===== config.mk =====
export PLATFORM = sky130hd
export DESIGN_NAME = eos_match_unit
export DESIGN_NICKNAME = d
export VERILOG_FILES = /design/src/rtl/eos_pkg.sv /design/src/rtl/eos_cmp.sv /design/src/rtl/eos_end_flag.sv /design/src/rtl/eos_eoi_ctl.sv /design/src/rtl/eos_match_unit.sv
export SDC_FILE = /design/constraint.sdc
export NUM_CORES = 1
export LEC_CHECK = 0
export BUFFER_PORTS_ARGS = -buffer_cell sky130_fd_sc_hd__buf_2
export CORE_MARGIN = 3
export CORE_UTILIZATION = 35
export DETAILED_ROUTE_END_ITERATION = 16
export GPL_TIMING_DRIVEN = 1
export PLACE_DENSITY = 0.71
export SLEW_MARGIN = 5
export SYNTH_ARGS = -nofsm -noshare
export SYNTH_HDL_FRONTEND = slang
export SYNTH_SLANG_ARGS = --single-unit

===== constraint.sdc =====
create_clock -name clk -period 1.7 [get_ports clk]
set_clock_uncertainty 0.2 [all_clocks]
set_input_delay 0.17 -clock clk [delete_from_list [all_inputs] [get_ports clk]]
set_output_delay 0.17 -clock clk [all_outputs]
set_load 0.005 [all_outputs]

===== src/rtl/eos_pkg.sv =====
package eos_pkg;
  typedef struct packed {
    logic narrow;
    logic end_on_rx;
    logic eoi_on_tx;
  } eos_mode_t;
endpackage


===== src/rtl/eos_cmp.sv =====
module eos_cmp #(
  parameter int DATA_W = 8
) (
  input  logic [DATA_W-1:0] ref_byte,
  input  logic [DATA_W-1:0] cand,
  input  logic              narrow,
  output logic              match
);
  localparam int TOP = DATA_W - 1;

  logic [DATA_W-1:0] lane_ok;

  generate
    for (genvar i = 0; i < DATA_W; i++) begin : g_lane
      if (i == TOP) begin : g_top
        assign lane_ok[i] = narrow | (ref_byte[i] ~^ cand[i]);
      end else begin : g_low
        assign lane_ok[i] = ref_byte[i] ~^ cand[i];
      end
    end
  endgenerate

  assign match = &lane_ok;
endmodule


===== src/rtl/eos_end_flag.sv =====
module eos_end_flag (
  input  logic clk,
  input  logic rst,
  input  logic set_req,
  input  logic clr_req,
  input  logic ie,
  output logic flag,
  output logic irq
);
  logic flag_nxt;

  always_comb begin
    flag_nxt = flag;
    if (clr_req) flag_nxt = 1'b0;
    if (set_req) flag_nxt = 1'b1;
  end

  always_ff @(posedge clk) begin
    if (rst) begin
      flag <= 1'b0;
      irq  <= 1'b0;
    end else begin
      flag <= flag_nxt;
      irq  <= flag_nxt & ie;
    end
  end

  // sticky while no read
  a_r6_sticky: assert property (@(posedge clk) disable iff (rst)
    flag && !clr_req |=> flag);
  // set wins over clear
  a_r6_set_wins: assert property (@(posedge clk) disable iff (rst)
    set_req |=> flag);
  // interrupt never without status
  a_r7_irq_gate: assert property (@(posedge clk) disable iff (rst)
    irq |-> flag);
  // enable low blocks interrupt
  a_r7_ie_low: assert property (@(posedge clk) disable iff (rst)
    !ie |=> !irq);
endmodule


===== src/rtl/eos_eoi_ctl.sv =====
module eos_eoi_ctl (
  input  logic clk,
  input  logic rst,
  input  logic load,
  input  logic load_val,
  input  logic done,
  output logic eoi
);
  always_ff @(posedge clk) begin
    if (rst)       eoi <= 1'b0;
    else if (load) eoi <= load_val;
    else if (done) eoi <= 1'b0;
  end

  // held until handshake completes
  a_r9_hold: assert property (@(posedge clk) disable iff (rst)
    eoi && !done && !load |=> eoi);
  // dropped on handshake completion
  a_r9_drop: assert property (@(posedge clk) disable iff (rst)
    done && !load |=> !eoi);
endmodule


===== src/rtl/eos_match_unit.sv =====
module eos_match_unit #(
  parameter int DATA_W = 8
) (
  input  logic              clk,
  input  logic              rst,
  input  logic              eos_wr_en,
  input  logic [DATA_W-1:0] eos_wr_data,
  input  logic              mode_seven,
  input  logic              mode_end_rx,
  input  logic              mode_eoi_tx,
  input  logic              rx_strobe,
  input  logic [DATA_W-1:0] rx_byte,
  input  logic              tx_strobe,
  input  logic [DATA_W-1:0] tx_byte,
  input  logic              tx_done,
  input  logic              end_ie,
  input  logic              stat_rd,
  output logic              end_stat,
  output logic              irq,
  output logic              eoi_out
);
  import eos_pkg::*;

  eos_mode_t         mode;
  logic [DATA_W-1:0] eos_q;
  logic              rx_match;
  logic              tx_match;

  assign mode = '{narrow: mode_seven, end_on_rx: mode_end_rx, eoi_on_tx: mode_eoi_tx};

  always_ff @(posedge clk) begin
    if (rst)            eos_q <= '0;
    else if (eos_wr_en) eos_q <= eos_wr_data;
  end

  eos_cmp #(.DATA_W(DATA_W)) u_cmp_rx (
    .ref_byte (eos_q),
    .cand     (rx_byte),
    .narrow   (mode.narrow),
    .match    (rx_match)
  );

  eos_cmp #(.DATA_W(DATA_W)) u_cmp_tx (
    .ref_byte (eos_q),
    .cand     (tx_byte),
    .narrow   (mode.narrow),
    .match    (tx_match)
  );

  eos_end_flag u_end (
    .clk     (clk),
    .rst     (rst),
    .set_req (rx_strobe & rx_match & mode.end_on_rx),
    .clr_req (stat_rd),
    .ie      (end_ie),
    .flag    (end_stat),
    .irq     (irq)
  );

  eos_eoi_ctl u_eoi (
    .clk      (clk),
    .rst      (rst),
    .load     (tx_strobe),
    .load_val (tx_match & mode.eoi_on_tx),
    .done     (tx_done),
    .eoi      (eoi_out)
  );

  // received match sets END
  a_r5_end_set: assert property (@(posedge clk) disable iff (rst)
    rx_strobe && rx_match && mode_end_rx |=> end_stat);
  // transmitted match raises EOI
  a_r8_eoi_set: assert property (@(posedge clk) disable iff (rst)
    tx_strobe && tx_match && mode_eoi_tx |=> eoi_out);
  // end-on-receive disabled keeps END clear
  a_r10_end_quiet: assert property (@(posedge clk) disable iff (rst)
    !mode_end_rx && !end_stat |=> !end_stat);
  // EOI-on-send disabled gives no EOI for a new byte
  a_r10_eoi_quiet: assert property (@(posedge clk) disable iff (rst)
    tx_strobe && !mode_eoi_tx |=> !eoi_out);
  // received byte alone never raises EOI
  a_r11_rx_no_eoi: assert property (@(posedge clk) disable iff (rst)
    !eoi_out && !tx_strobe |=> !eoi_out);
endmodule


==> results_tabular.tex, run 1 <==
\begin{tabular}{lr}
\hline
Metric & Value \\
\hline
\multicolumn{2}{l}{\textbf{Status}} \\
\quad Status & complete, but fails checks \\
\quad Violations in the final reports & setup timing \\
\multicolumn{2}{l}{\textbf{STA}} \\
\quad Part of the cycle the worst path needs & 101.0\% \\
\quad Clock period minus final worst setup slack & 1.717 ns \\
\quad Worst path setup slack after routing & -0.01715 ns \\
\quad Setup-violating endpoint count in the final report & 1 \\
\quad Rel. slew slack & 82.93\% \\
\quad Worst hold slack & approximately 0.012 ns \\
\quad Worst-Margin Slew & between 0.2 and 0.3 ns \\
\quad Count of pins over their slew limit & 0 \\
\quad Final Hold Fails & 0 \\
\quad RSZ-0062 raised after global routing & yes \\
\quad Max Freq & slightly below 0.6 GHz \\
\quad Final total negative setup slack & -0.01715 ns \\
\multicolumn{2}{l}{\textbf{Logic synthesis}} \\
\quad Number of enable flip-flop cells after synthesis & 0 \\
\quad Post-Synthesis Cells & between 50 and 60 \\
\quad Number of warnings reported in the yosys synthesis log & 0 \\
\quad Number of different library cells in the post-synthesis netlist & 16 \\
\quad Synth Flop Type & sky130\_fd\_sc\_hd\_\_dfxtp\_1 \\
\quad Synth Area per Inst & $\sim$9.6 um\^{}2 \\
\quad Async set-or-reset flop fraction in the synthesized netlist & 0\% \\
\quad Sequential area share after synthesis & 38.77\% \\
\quad Count of state elements after synthesis & 11 \\
\quad Post-synthesis instance area & 568.0 um\^{}2 \\
\quad Synthesized net count & 94 \\
\multicolumn{2}{l}{\textbf{Pwr}} \\
\quad Static leakage & 0.0004361 uW \\
\quad Proportion of total power due to net switching & 25.71\% \\
\quad Clock power frac & 30.5\% \\
\quad Pwr/cell area & 645.6 mW/mm\^{}2 \\
\quad Worst vdd ir & 0.0003637 V \\
\quad Sw power & 152.6 uW \\
\quad Internal Dissipation & roughly 440 uW \\
\quad Register share of total power & 47.3\% \\
\quad Proportion of power drawn by combinational gates & 22.2\% \\
\quad Post-route total power & 593.7 uW \\
\multicolumn{2}{l}{\textbf{Worst setup path}} \\
\quad Cell breakdown of the critical path & xor2\_1 > or4\_1 > o32a\_1 > nor3b\_2 \\
\quad Number of buffers and inverters on the critical path & 0 \\
\quad Category of the most critical setup path & register to register \\
\quad Kind of end point of the critical path & register \\
\quad Slowest stage cell, crit path & sky130\_fd\_sc\_hd\_\_or4\_1 \\
\quad Critical path's largest stage delay & 0.51 ns \\
\quad Arrival time worst endpoint & about 1.7 ns \\
\quad Worst Setup Start Kind & register \\
\quad Top delay family on crit path & simple AND/OR/NAND/NOR gates \\
\quad Crit path max fanout & 2 \\
\quad Required time worst endpoint & 1.71 ns \\
\multicolumn{2}{l}{\textbf{Drt}} \\
\quad Detailed router's first-iteration violation count & 5 \\
\quad Wire length per cell & 11.86 um \\
\quad DR DRC count & 0 \\
\quad Number of iterations in the first detailed-routing pass & 4 \\
\quad Routed vias/inst & 4.619 \\
\quad Remaining antenna violation count & 0 \\
\quad Vias after detailed routing & 582 \\
\quad Total routed wirelength & 1.494 mm \\
\multicolumn{2}{l}{\textbf{Clocking}} \\
\quad Clock tree from TritonCTS & done \\
\quad Worst-skew pair later-pin latency & 0.27 ns \\
\quad Post CTS Setup Buffer Count & 0 \\
\quad Clock Pin Slew Worst Setup and Hold Paths & 0.07 ns \\
\quad H-tree levels & 1 \\
\quad Max clock buf depth & 2 \\
\quad Clock Root Buffer & sky130\_fd\_sc\_hd\_\_clkbuf\_4 \\
\quad Sink count of the clock tree & 11 \\
\quad Clock buffers created by TritonCTS & 3 \\
\multicolumn{2}{l}{\textbf{Global route}} \\
\quad Initial antenna violation count & 0 \\
\quad Global-route wire length before repair & between 2 and 2.5 mm \\
\quad Total grt overflow & 0 \\
\quad Vias in the first global route & just over 600 \\
\quad Overall track demand over capacity in global routing & 16.75\% \\
\quad Largest net degree at the start of global routing & 13 \\
\multicolumn{2}{l}{\textbf{Cells and area}} \\
\quad Number of fillers in the final layout & 117 \\
\quad Final standard cell utilization of the core & 64.99\% \\
\quad Post-layout net count & about 150 \\
\quad Count of non-filler cells in the finished layout & roughly 130 \\
\quad Area overhead of the layout relative to synthesis & 61.89\% \\
\quad Inserted Diodes & 0 \\
\quad Seq. cell area & 222.7 um\^{}2 \\
\quad Total area of multi-input combinational cells & roughly 340 um\^{}2 \\
\quad Fraction of layout cells with a size suffix above 1 & 42.34\% \\
\multicolumn{2}{l}{\textbf{Floorplanning}} \\
\quad Core box area & approximately 0.0014 mm\^{}2 \\
\quad Number of top-level pins & 38 \\
\quad Area enclosed by the die boundary & 0.002142 mm\^{}2 \\
\quad Die W & between 40 and 50 um \\
\quad Starting density of the core & 40.14\% \\
\quad Standard-cell rows & 13 \\
\quad Y dimension of the die & approximately 46 um \\
\multicolumn{2}{l}{\textbf{Place}} \\
\quad Count of buffers inserted at the top-level ports & 37 \\
\quad Final GP Congestion & 0.7086 \\
\quad Number of placed instances, taps included & 111 \\
\quad Detailed Place HPWL & 1.144 mm \\
\multicolumn{2}{l}{\textbf{Job}} \\
\quad Count of max-cap constraint violations & 0 \\
\multicolumn{2}{l}{\textbf{Min path}} \\
\quad Worst min-delay path category & input port to register \\
\hline
\end{tabular}
cell families after synthesis:
| group | Yosys count | synth area share (%) |
|---|---|---|
| AND/OR/NAND/NOR | 18 | 16.30 |
| multiplexers | 8 | 14.10 |
| AO/OA/AOI/OAI | 3 | 4.185 |
| flip-flops | 11 | 38.77 |
| buffers and inverters | 3 | 1.982 |
| XOR/XNOR | 16 | 24.67 |
synth_stat cells (2+ instances only):
cell type / count / area [um^2]
sky130_fd_sc_hd__clkbuf_1: 2 / 7.510
sky130_fd_sc_hd__dfxtp_1: 11 / 220.2
sky130_fd_sc_hd__nand4_1: 2 / 12.51
sky130_fd_sc_hd__nand2_1: 2 / 7.510
sky130_fd_sc_hd__xor2_1: 4 / 35.03
sky130_fd_sc_hd__xnor2_1: 12 / 105.1
sky130_fd_sc_hd__nor2_1: 10 / 37.54
sky130_fd_sc_hd__mux2i_1: 8 / 80.08
what timing repair did:
item,CTS,global route
gates resized for setup,2,0
hold endpoints to repair,10,0
setup endpoints to repair,1,2
hold buffers,11,0
pin swaps,1,2
path summary, 6_finish.rpt:
check	from	to	slack, ns	cells after the start
hold / removal	rst	u_end.flag$_SDFF_PP0_	0.01	2
setup reg to reg	eos_q[1]$_SDFFE_PP0P_	u_end.irq$_SDFF_PP0_	-0.02	4
hold reg to reg	eos_q[3]$_SDFFE_PP0P_	eos_q[3]$_SDFFE_PP0P_	0.36	2
setup / recovery	eos_q[1]$_SDFFE_PP0P_	u_end.irq$_SDFF_PP0_	-0.02	4
registers in the layout (all words and copies together) (netlist names):
name,count
u_end.irq,1
u_end.flag,1
eos_q,8
u_eoi.eoi,1
power by group through the flow:
stage	combinational [uW]	clock [uW]	sequential, uW
final	132	181	281
after detailed placement	113	0	287
after global placement	111	0	286
after floorplan	58.7	0	285
after CTS	133	186	281
after global routing	146	197	283
through the flow:
step,instance area [um^2],setup slack (ns)
3_3_place_gp,779.5,0.01544
2_1_floorplan,568.0,0.01621
6_report,919.6,-0.01715
5_1_grt,919.6,-0.07509
4_1_cts,919.6,-0.03552
3_5_place_dp,779.5,-0.01969
cell usage in the layout (no fill, tap or decap):
cell type / instances
sky130_fd_sc_hd__xor2_1: 4
sky130_fd_sc_hd__clkbuf_4: 3
sky130_fd_sc_hd__nand2_1: 2
sky130_fd_sc_hd__buf_4: 2
sky130_fd_sc_hd__o32a_1: 1
sky130_fd_sc_hd__nor3_1: 1
sky130_fd_sc_hd__dfxtp_2: 2
sky130_fd_sc_hd__buf_2: 37
sky130_fd_sc_hd__dlygate4sd3_1: 11
sky130_fd_sc_hd__nand4_1: 2
sky130_fd_sc_hd__o21ai_0: 1
sky130_fd_sc_hd__inv_1: 1
sky130_fd_sc_hd__dfxtp_1: 9
sky130_fd_sc_hd__clkinv_2: 1
sky130_fd_sc_hd__mux2i_1: 8
sky130_fd_sc_hd__or4_1: 1
sky130_fd_sc_hd__or4b_2: 1
sky130_fd_sc_hd__o2111ai_1: 1
sky130_fd_sc_hd__nor3b_2: 1
sky130_fd_sc_hd__xnor2_1: 12
sky130_fd_sc_hd__nor2_1: 10
worst register-to-register path, stage by stage (launching register included):
cell and delay (ns):
sky130_fd_sc_hd__dfxtp_2 0.33, sky130_fd_sc_hd__xor2_1 0.13, sky130_fd_sc_hd__or4_1 0.51, sky130_fd_sc_hd__o32a_1 0.33, sky130_fd_sc_hd__nor3b_2 0.15
routing by layer:
layer / track usage (%) / share of wire (%)
met2: 29.12 / 50
met1: 19.11 / 41
met3: 5.469 / 7.4
met5: 0 / 0
met4: 5.114 / 1.1
cell type report:
class                      instances  area share (%)
tap                               15           2.041
timing repair buffer              50           33.74
clock buffer                       3           2.449
multi-input combinational         45           36.60
inverter                           1          0.4082
sequential                        11           24.22
clock inverter                     1          0.5442
Power figures use the tool's default switching activity.
==> run 2: changes to the inputs <==
Settings changed: CORE_ASPECT_RATIO set to 0.9.
==> results_tabular.tex, run 2 (synthesis gave the netlist of run 1 again) <==
\begin{tabular}{lr}
\hline
Metric & Value \\
\hline
\multicolumn{2}{l}{\textbf{Status}} \\
\quad Status & complete, but fails checks \\
\quad Violations in the final reports & setup timing \\
\multicolumn{2}{l}{\textbf{Worst setup path}} \\
\quad Crit path max fanout & 2 (unchanged) \\
\quad Capture point of the worst reg-to-reg path & u\_end.irq\$\_SDFF\_PP0\_ \\
\quad Number of cells on the worst reg-to-reg path & 4 (unchanged) \\
\quad Category of the most critical setup path & register to register \\
\quad Kind of end point of the critical path & register \\
\quad Arrival time worst endpoint & 1.71 ns (about the same) \\
\quad Reg-to-reg startpoint & eos\_q[4]\$\_SDFFE\_PP0P\_ \\
\quad Worst Setup Start Kind & register \\
\quad Required time worst endpoint & 1.70 ns (about the same) \\
\quad Reg2reg setup slack & -0.02 ns (about the same) \\
\multicolumn{2}{l}{\textbf{STA}} \\
\quad Final total negative setup slack & -0.01683 ns (+0.0003125 ns) \\
\quad Rel. slew slack & 83.20\% (+0.28 points) \\
\quad Count of pins over their slew limit & 0 (unchanged) \\
\quad Worst-Margin Slew & 0.2520 ns (-0.004135 ns) \\
\quad Clock period minus final worst setup slack & 1.717 ns (-0.0003125 ns) \\
\quad RSZ-0062 raised after global routing & yes \\
\quad Part of the cycle the worst path needs & 101.0\% (about the same) \\
\quad Setup-violating endpoint count in the final report & 1 (unchanged) \\
\quad Worst path setup slack after routing & -0.01683 ns (+0.0003125 ns) \\
\quad Max Freq & 0.5825 GHz (about the same) \\
\quad Final Hold Fails & 0 (unchanged) \\
\multicolumn{2}{l}{\textbf{Place}} \\
\quad Final GP Congestion & 0.6865 (-3.1\%) \\
\quad Placement-stage cell area & 788.3 um\^{}2 (+1.1\%) \\
\quad Count of buffers inserted at the top-level ports & 37 (unchanged) \\
\quad Number of placed instances, taps included & 118 (+6.3\%) \\
\quad Detailed Place HPWL & 1.094 mm (-4.4\%) \\
\multicolumn{2}{l}{\textbf{Cells and area}} \\
\quad Fin area & 927.1 um\^{}2 (+0.82\%) \\
\quad Post-layout net count & 147 (unchanged) \\
\quad Most frequent cells in the layout & sky130\_fd\_sc\_hd\_\_buf\_2, sky130\_fd\_sc\_hd\_\_xnor2\_1, sky130\_fd\_sc\_hd\_\_dlygate4sd3\_1, sky130\_fd\_sc\_hd\_\_nor2\_1, sky130\_fd\_sc\_hd\_\_dfxtp\_1 \\
\quad Area overhead of the layout relative to synthesis & 63.22\% \\
\quad Reg with most FFs & eos\_q \\
\quad Number of flip-flops in the largest register & 8 (unchanged) \\
\quad Most frequent standard cell in the layout excluding fill and tap cells & sky130\_fd\_sc\_hd\_\_buf\_2 \\
\quad Fraction of layout cells with a size suffix above 1 & 41.44\% (-0.90 points) \\
\quad Inserted Diodes & 0 (unchanged) \\
\quad Count of non-filler cells in the finished layout & 133 (+5.6\%) \\
\multicolumn{2}{l}{\textbf{Min path}} \\
\quad Worst Hold Depth & 2 (unchanged) \\
\quad Worst min-delay path category & input port to register \\
\quad Min-Delay Endpoint & eos\_q[4]\$\_SDFFE\_PP0P\_ \\
\quad Hold wc startpoint & rst \\
\multicolumn{2}{l}{\textbf{Drt}} \\
\quad Detailed router's first-iteration violation count & 4 (-1) \\
\quad Number of iterations in the first detailed-routing pass & 2 (-2) \\
\quad Wire length per cell & 10.55 um (-11\%) \\
\quad Remaining antenna violation count & 0 (unchanged) \\
\quad Total routed wirelength & 1.403 mm (-6.1\%) \\
\quad Vias after detailed routing & 578 (-0.69\%) \\
\quad Routed vias/inst & 4.346 (-5.9\%) \\
\quad DR DRC count & 0 (unchanged) \\
\multicolumn{2}{l}{\textbf{Pwr}} \\
\quad Pwr/cell area & 633.6 mW/mm\^{}2 (-1.9\%) \\
\quad Worst vdd ir & 0.0005359 V (+47\%) \\
\quad Post-route total power & 587.5 uW (-1.1\%) \\
\quad Static leakage & 0.0004347 uW (-0.32\%) \\
\multicolumn{2}{l}{\textbf{Floorplanning}} \\
\quad Die W & 48.47 um (+4.7\%) \\
\quad Core box area & 0.001480 mm\^{}2 (+4.6\%) \\
\quad Starting density of the core & 38.38\% (-1.8 points) \\
\quad Area enclosed by the die boundary & 0.002143 mm\^{}2 (about the same) \\
\quad Y dimension of the die & 44.22 um (-4.5\%) \\
\quad Standard-cell rows & 13 (unchanged) \\
\quad Number of top-level pins & 38 (unchanged) \\
\multicolumn{2}{l}{\textbf{Global route}} \\
\quad Global-route wire length before repair & 2.415 mm (-2.8\%) \\
\quad Total grt overflow & 0 (unchanged) \\
\quad Initial antenna violation count & 0 (unchanged) \\
\quad Vias in the first global route & 603 (-2.0\%) \\
\quad Overall track demand over capacity in global routing & 15.03\% (-1.7 points) \\
\quad Largest net degree at the start of global routing & 13 (unchanged) \\
\multicolumn{2}{l}{\textbf{Clocking}} \\
\quad Clock buffers created by TritonCTS & 3 (unchanged) \\
\quad Clock tree from TritonCTS & done \\
\quad Worst-skew pair later-pin latency & 0.27 ns (about the same) \\
\quad Post CTS Setup Buffer Count & 0 (unchanged) \\
\quad Sink count of the clock tree & 11 (unchanged) \\
\quad Clock Pin Slew Worst Setup and Hold Paths & 0.07 ns (about the same) \\
\quad H-tree levels & 1 (unchanged) \\
\quad Clock Root Buffer & sky130\_fd\_sc\_hd\_\_clkbuf\_4 \\
\quad Max clock buf depth & 2 (unchanged) \\
\multicolumn{2}{l}{\textbf{Job}} \\
\quad Count of max-cap constraint violations & 0 (unchanged) \\
\hline
\end{tabular}
-- run 2: cell count changes in the layout (fill, tap and decap cells not counted), sizes merged --
cell	delta
clkinv	-1
clkbuf	+1
-- run 2: report_power, final --
| part | internal (uW) | total, uW | switching (uW) |
|---|---|---|---|
| logic | 84.3 | 131 | 47.1 |
| registers | 270 | 281 | 11.0 |
| clock network | 90.9 | 175 | 84.5 |
-- run 2: stage by stage --
step	worst slack (ns)	hold slack, ns	utilization (%)
after floorplan	0.01621	0.1175	-
after global placement	0.01916	0.2046	53.25
after detailed placement	-0.01610	0.2133	53.25
after CTS	-0.02892	0.01763	62.64
after global routing	-0.1093	0.02232	62.64
final	-0.01683	0.02488	62.64
-- run 2: how the worst max path moves through the flow --
stage,end,from,cells after the start,slack (ns)
3_3_place_gp,u_end.irq$_SDFF_PP0_,eos_q[1]$_SDFFE_PP0P_,4,0.02
3_5_place_dp,u_end.irq$_SDFF_PP0_,eos_q[1]$_SDFFE_PP0P_,4,-0.02
4_1_cts,u_end.irq$_SDFF_PP0_,eos_q[4]$_SDFFE_PP0P_,4,-0.03
2_1_floorplan,u_end.irq$_SDFF_PP0_,eos_q[1]$_SDFFE_PP0P_,4,0.02
5_1_grt,u_end.irq$_SDFF_PP0_,eos_q[1]$_SDFFE_PP0P_,4,-0.11
6_report,u_end.irq$_SDFF_PP0_,eos_q[4]$_SDFFE_PP0P_,4,-0.02
-- run 2: layer usage --
layer | share of wire (%) | wire length [um] | global-route usage (%)
met3 | 9.1 | 127 | 7.407
met2 | 49 | 687 | 26.37
met1 | 42 | 587 | 16.08
met5 | 0 | 0 | 0
met4 | 0 | 0 | 5.114
-- run 2: what timing repair did --
action | in CTS | in global routing
setup endpoints to repair | 1 | 2
hold buffers | 11 | 0
gates resized for setup | 2 | 0
endpoints found under the hold margin | 10 | 0
pin swaps | 1 | 0
-- run 2: worst max-delay path: stages, from the launching register on --
cell                      delay [ns]
sky130_fd_sc_hd__dfxtp_2        0.32
sky130_fd_sc_hd__xor2_1         0.15
sky130_fd_sc_hd__or4_1          0.50
sky130_fd_sc_hd__o32a_1         0.32
sky130_fd_sc_hd__nor3b_2        0.15
-- run 2: final cells by class --
cell class	count	area, um^2
Tap cell	22	27.53
Clock buffer	4	26.28
Timing Repair Buffer	50	310.3
Inverter	1	3.754
Fill cell	133	553.0
Multi-Input combinational cell	45	336.6
Sequential cell	11	222.7
==> run 3: changes to the inputs <==
Settings changed: CORE_UTILIZATION 35 to 29, PLACE_DENSITY 0.71 to 0.6.
==> results_tabular.tex, run 3 (synthesis gave the netlist of run 1 again) <==
\begin{tabular}{lr}
\hline
Metric & Value \\
\hline
\multicolumn{2}{l}{\textbf{Global route}} \\
\quad Vias in the first global route & 513 (-15\%) \\
\quad Initial antenna violation count & 0 (unchanged) \\
\quad Overall track demand over capacity in global routing & 12.84\% (-2.2 points) \\
\quad Total grt overflow & 0 (unchanged) \\
\quad Global-route wire length before repair & 2.249 mm (-6.9\%) \\
\quad Largest net degree at the start of global routing & 13 (unchanged) \\
\multicolumn{2}{l}{\textbf{STA}} \\
\quad Clock period minus final worst setup slack & 1.699 ns (-0.01820 ns) \\
\quad Part of the cycle the worst path needs & 99.92\% (-1.1 points) \\
\quad Worst-Margin Slew & 0.2591 ns (+0.007153 ns) \\
\quad Count of pins over their slew limit & 0 (unchanged) \\
\quad Max Freq & 0.5887 GHz (+1.1\%) \\
\quad Setup-violating endpoint count in the final report & 0 (-1) \\
\quad RSZ-0062 raised after global routing & yes \\
\quad Rel. slew slack & 82.73\% (-0.48 points) \\
\quad Final Hold Fails & 0 (unchanged) \\
\multicolumn{2}{l}{\textbf{Worst setup path}} \\
\quad Crit path max fanout & 2 (unchanged) \\
\quad Cell breakdown of the critical path & xor2\_1 > or4\_1 > o32a\_1 > nor3b\_2 \\
\quad Critical path's largest stage delay & 0.51 ns (about the same) \\
\quad Number of buffers and inverters on the critical path & 0 (unchanged) \\
\quad Count of cell instances traversed by the critical path & 4 (unchanged) \\
\quad Number of cells on the worst reg-to-reg path & 4 (unchanged) \\
\quad Top delay family on crit path & simple AND/OR/NAND/NOR gates \\
\quad Kind of end point of the critical path & register \\
\quad Worst Setup Start Kind & register \\
\quad Slowest stage cell, crit path & sky130\_fd\_sc\_hd\_\_or4\_1 \\
\quad Required time worst endpoint & 1.70 ns (about the same) \\
\quad Category of the most critical setup path & register to register \\
\quad Arrival time worst endpoint & 1.70 ns (about the same) \\
\multicolumn{2}{l}{\textbf{Place}} \\
\quad Placement-stage cell area & 790.8 um\^{}2 (+0.32\%) \\
\quad Count of buffers inserted at the top-level ports & 37 (unchanged) \\
\quad Number of placed instances, taps included & 120 (+1.7\%) \\
\quad Final GP Congestion & 0.7006 (+2.1\%) \\
\quad Detailed Place HPWL & 1.139 mm (+4.1\%) \\
\multicolumn{2}{l}{\textbf{Pwr}} \\
\quad Worst vdd ir & 0.0004386 V (-18\%) \\
\quad Sw power & 145.6 uW (+2.1\%) \\
\quad Internal Dissipation & 444.3 uW (-0.12\%) \\
\quad Clock power frac & 30.1\% (+0.2 points) \\
\quad Pwr/cell area & 635.4 mW/mm\^{}2 (+0.28\%) \\
\quad Post-route total power & 589.9 uW (+0.42\%) \\
\quad Static leakage & 0.0004343 uW (about the same) \\
\quad Register share of total power & 47.5\% (-0.3 points) \\
\quad Proportion of power drawn by combinational gates & 22.4\% (about the same) \\
\quad Proportion of total power due to net switching & 24.68\% (+0.40 points) \\
\multicolumn{2}{l}{\textbf{Clocking}} \\
\quad Clock tree from TritonCTS & done \\
\quad Clock buffers created by TritonCTS & 3 (unchanged) \\
\quad H-tree levels & 1 (unchanged) \\
\quad Clock Pin Slew Worst Setup and Hold Paths & 0.07 ns (about the same) \\
\quad Sink count of the clock tree & 11 (unchanged) \\
\quad Max clock buf depth & 2 (unchanged) \\
\quad Clock Root Buffer & sky130\_fd\_sc\_hd\_\_clkbuf\_4 \\
\quad Worst-skew pair later-pin latency & 0.26 ns (about the same) \\
\multicolumn{2}{l}{\textbf{Job}} \\
\quad Count of max-cap constraint violations & 0 (unchanged) \\
\multicolumn{2}{l}{\textbf{Cells and area}} \\
\quad Area overhead of the layout relative to synthesis & 63.44\% \\
\quad Most frequent cells in the layout & sky130\_fd\_sc\_hd\_\_buf\_2, sky130\_fd\_sc\_hd\_\_xnor2\_1, sky130\_fd\_sc\_hd\_\_dlygate4sd3\_1, sky130\_fd\_sc\_hd\_\_nor2\_1, sky130\_fd\_sc\_hd\_\_dfxtp\_1 \\
\quad Post-layout net count & 147 (unchanged) \\
\quad Fin area & 928.4 um\^{}2 (+0.13\%) \\
\quad Fraction of layout cells with a size suffix above 1 & 40.54\% (-0.90 points) \\
\quad Number of flip-flops in the largest register & 8 (unchanged) \\
\quad Final standard cell utilization of the core & 53.00\% (-9.6 points) \\
\quad Count of non-filler cells in the finished layout & 135 (+1.5\%) \\
\quad Most frequent standard cell in the layout excluding fill and tap cells & sky130\_fd\_sc\_hd\_\_buf\_2 \\
\quad Inserted Diodes & 0 (unchanged) \\
\quad Reg with most FFs & eos\_q \\
\multicolumn{2}{l}{\textbf{Drt}} \\
\quad Wire length per cell & 11.01 um (+4.3\%) \\
\quad Vias after detailed routing & 567 (-1.9\%) \\
\quad Remaining antenna violation count & 0 (unchanged) \\
\quad DR DRC count & 0 (unchanged) \\
\quad Detailed router's first-iteration violation count & 3 (-1) \\
\quad Routed vias/inst & 4.200 (-3.4\%) \\
\quad Number of iterations in the first detailed-routing pass & 4 (+2) \\
\quad Total routed wirelength & 1.486 mm (+5.9\%) \\
\multicolumn{2}{l}{\textbf{Floorplanning}} \\
\quad Y dimension of the die & 47.99 um (+8.5\%) \\
\quad Area enclosed by the die boundary & 0.002526 mm\^{}2 (+18\%) \\
\quad Die W & 52.65 um (+8.6\%) \\
\quad Standard-cell rows & 14 (+1) \\
\quad Core box area & 0.001752 mm\^{}2 (+18\%) \\
\quad Number of top-level pins & 38 (unchanged) \\
\quad Starting density of the core & 32.43\% (-5.9 points) \\
\multicolumn{2}{l}{\textbf{Min path}} \\
\quad Worst Hold Depth & 2 (unchanged) \\
\quad Worst min-delay path category & input port to register \\
\multicolumn{2}{l}{\textbf{Status}} \\
\quad Status & completed \\
\hline
\end{tabular}
run 3: cell count changes in the layout (fill, tap and decap cells not counted):
cell,delta
sky130_fd_sc_hd__dfxtp_2,-1
sky130_fd_sc_hd__dfxtp_1,+1
run 3: final cells by class:
| type | instances | area (um^2) |
|---|---|---|
| sequential | 11 | 221.5 |
| fill | 168 | 823.3 |
| tap | 24 | 30.03 |
| timing repair buffer | 50 | 310.3 |
| clock buffer | 4 | 26.28 |
| multi-input combinational | 45 | 336.6 |
| inverter | 1 | 3.754 |
run 3: path summary, 6_finish.rpt:
check | startpoint | to | slack [ns]
setup / recovery | eos_q[1]$_SDFFE_PP0P_ | u_end.irq$_SDFF_PP0_ | 0.001
hold / removal | rst | eos_q[6]$_SDFFE_PP0P_ | 0.03
setup reg to reg | eos_q[1]$_SDFFE_PP0P_ | u_end.irq$_SDFF_PP0_ | 0.001
hold reg to reg | eos_q[7]$_SDFFE_PP0P_ | eos_q[7]$_SDFFE_PP0P_ | 0.36
run 3: per-stage QoR:
| stage | setup TNS [ns] | hold slack (ns) | setup slack, ns |
|---|---|---|---|
| 5_1_grt | -0.06585 | 0.04101 | -0.06585 |
| 2_1_floorplan | 0 | 0.1175 | 0.01621 |
| 6_report | 0 | 0.02866 | 0.001368 |
| 3_3_place_gp | 0 | 0.2038 | 0.01594 |
| 4_1_cts | -0.002863 | 0.02690 | -0.002863 |
| 3_5_place_dp | -0.002673 | 0.2161 | -0.002673 |
run 3: what timing repair did:
action | in CTS | in global routing
gates resized for setup | 1 | 0
hold buffers | 11 | 0
setup buffers | 0 | 0
hold endpoints to repair | 10 | 0
pin swaps | 1 | 0
setup endpoints to repair | 1 | 1
run 3: per-layer routing:
layer	wire, um	vias up	track usage, %
met5	0	-	0
met4	19	0	9.184
met3	105	2	1.246
met2	704	22	22.52
met1	656	239	14.94
li1	-	304	-
run 3: power by group through the flow:
stage	combinational (uW)	clock (uW)	sequential, uW
final	132	178	280
after floorplan	58.7	0	285
after global placement	111	0	286
after global routing	145	196	282
after CTS	133	186	280
after detailed placement	113	0	286
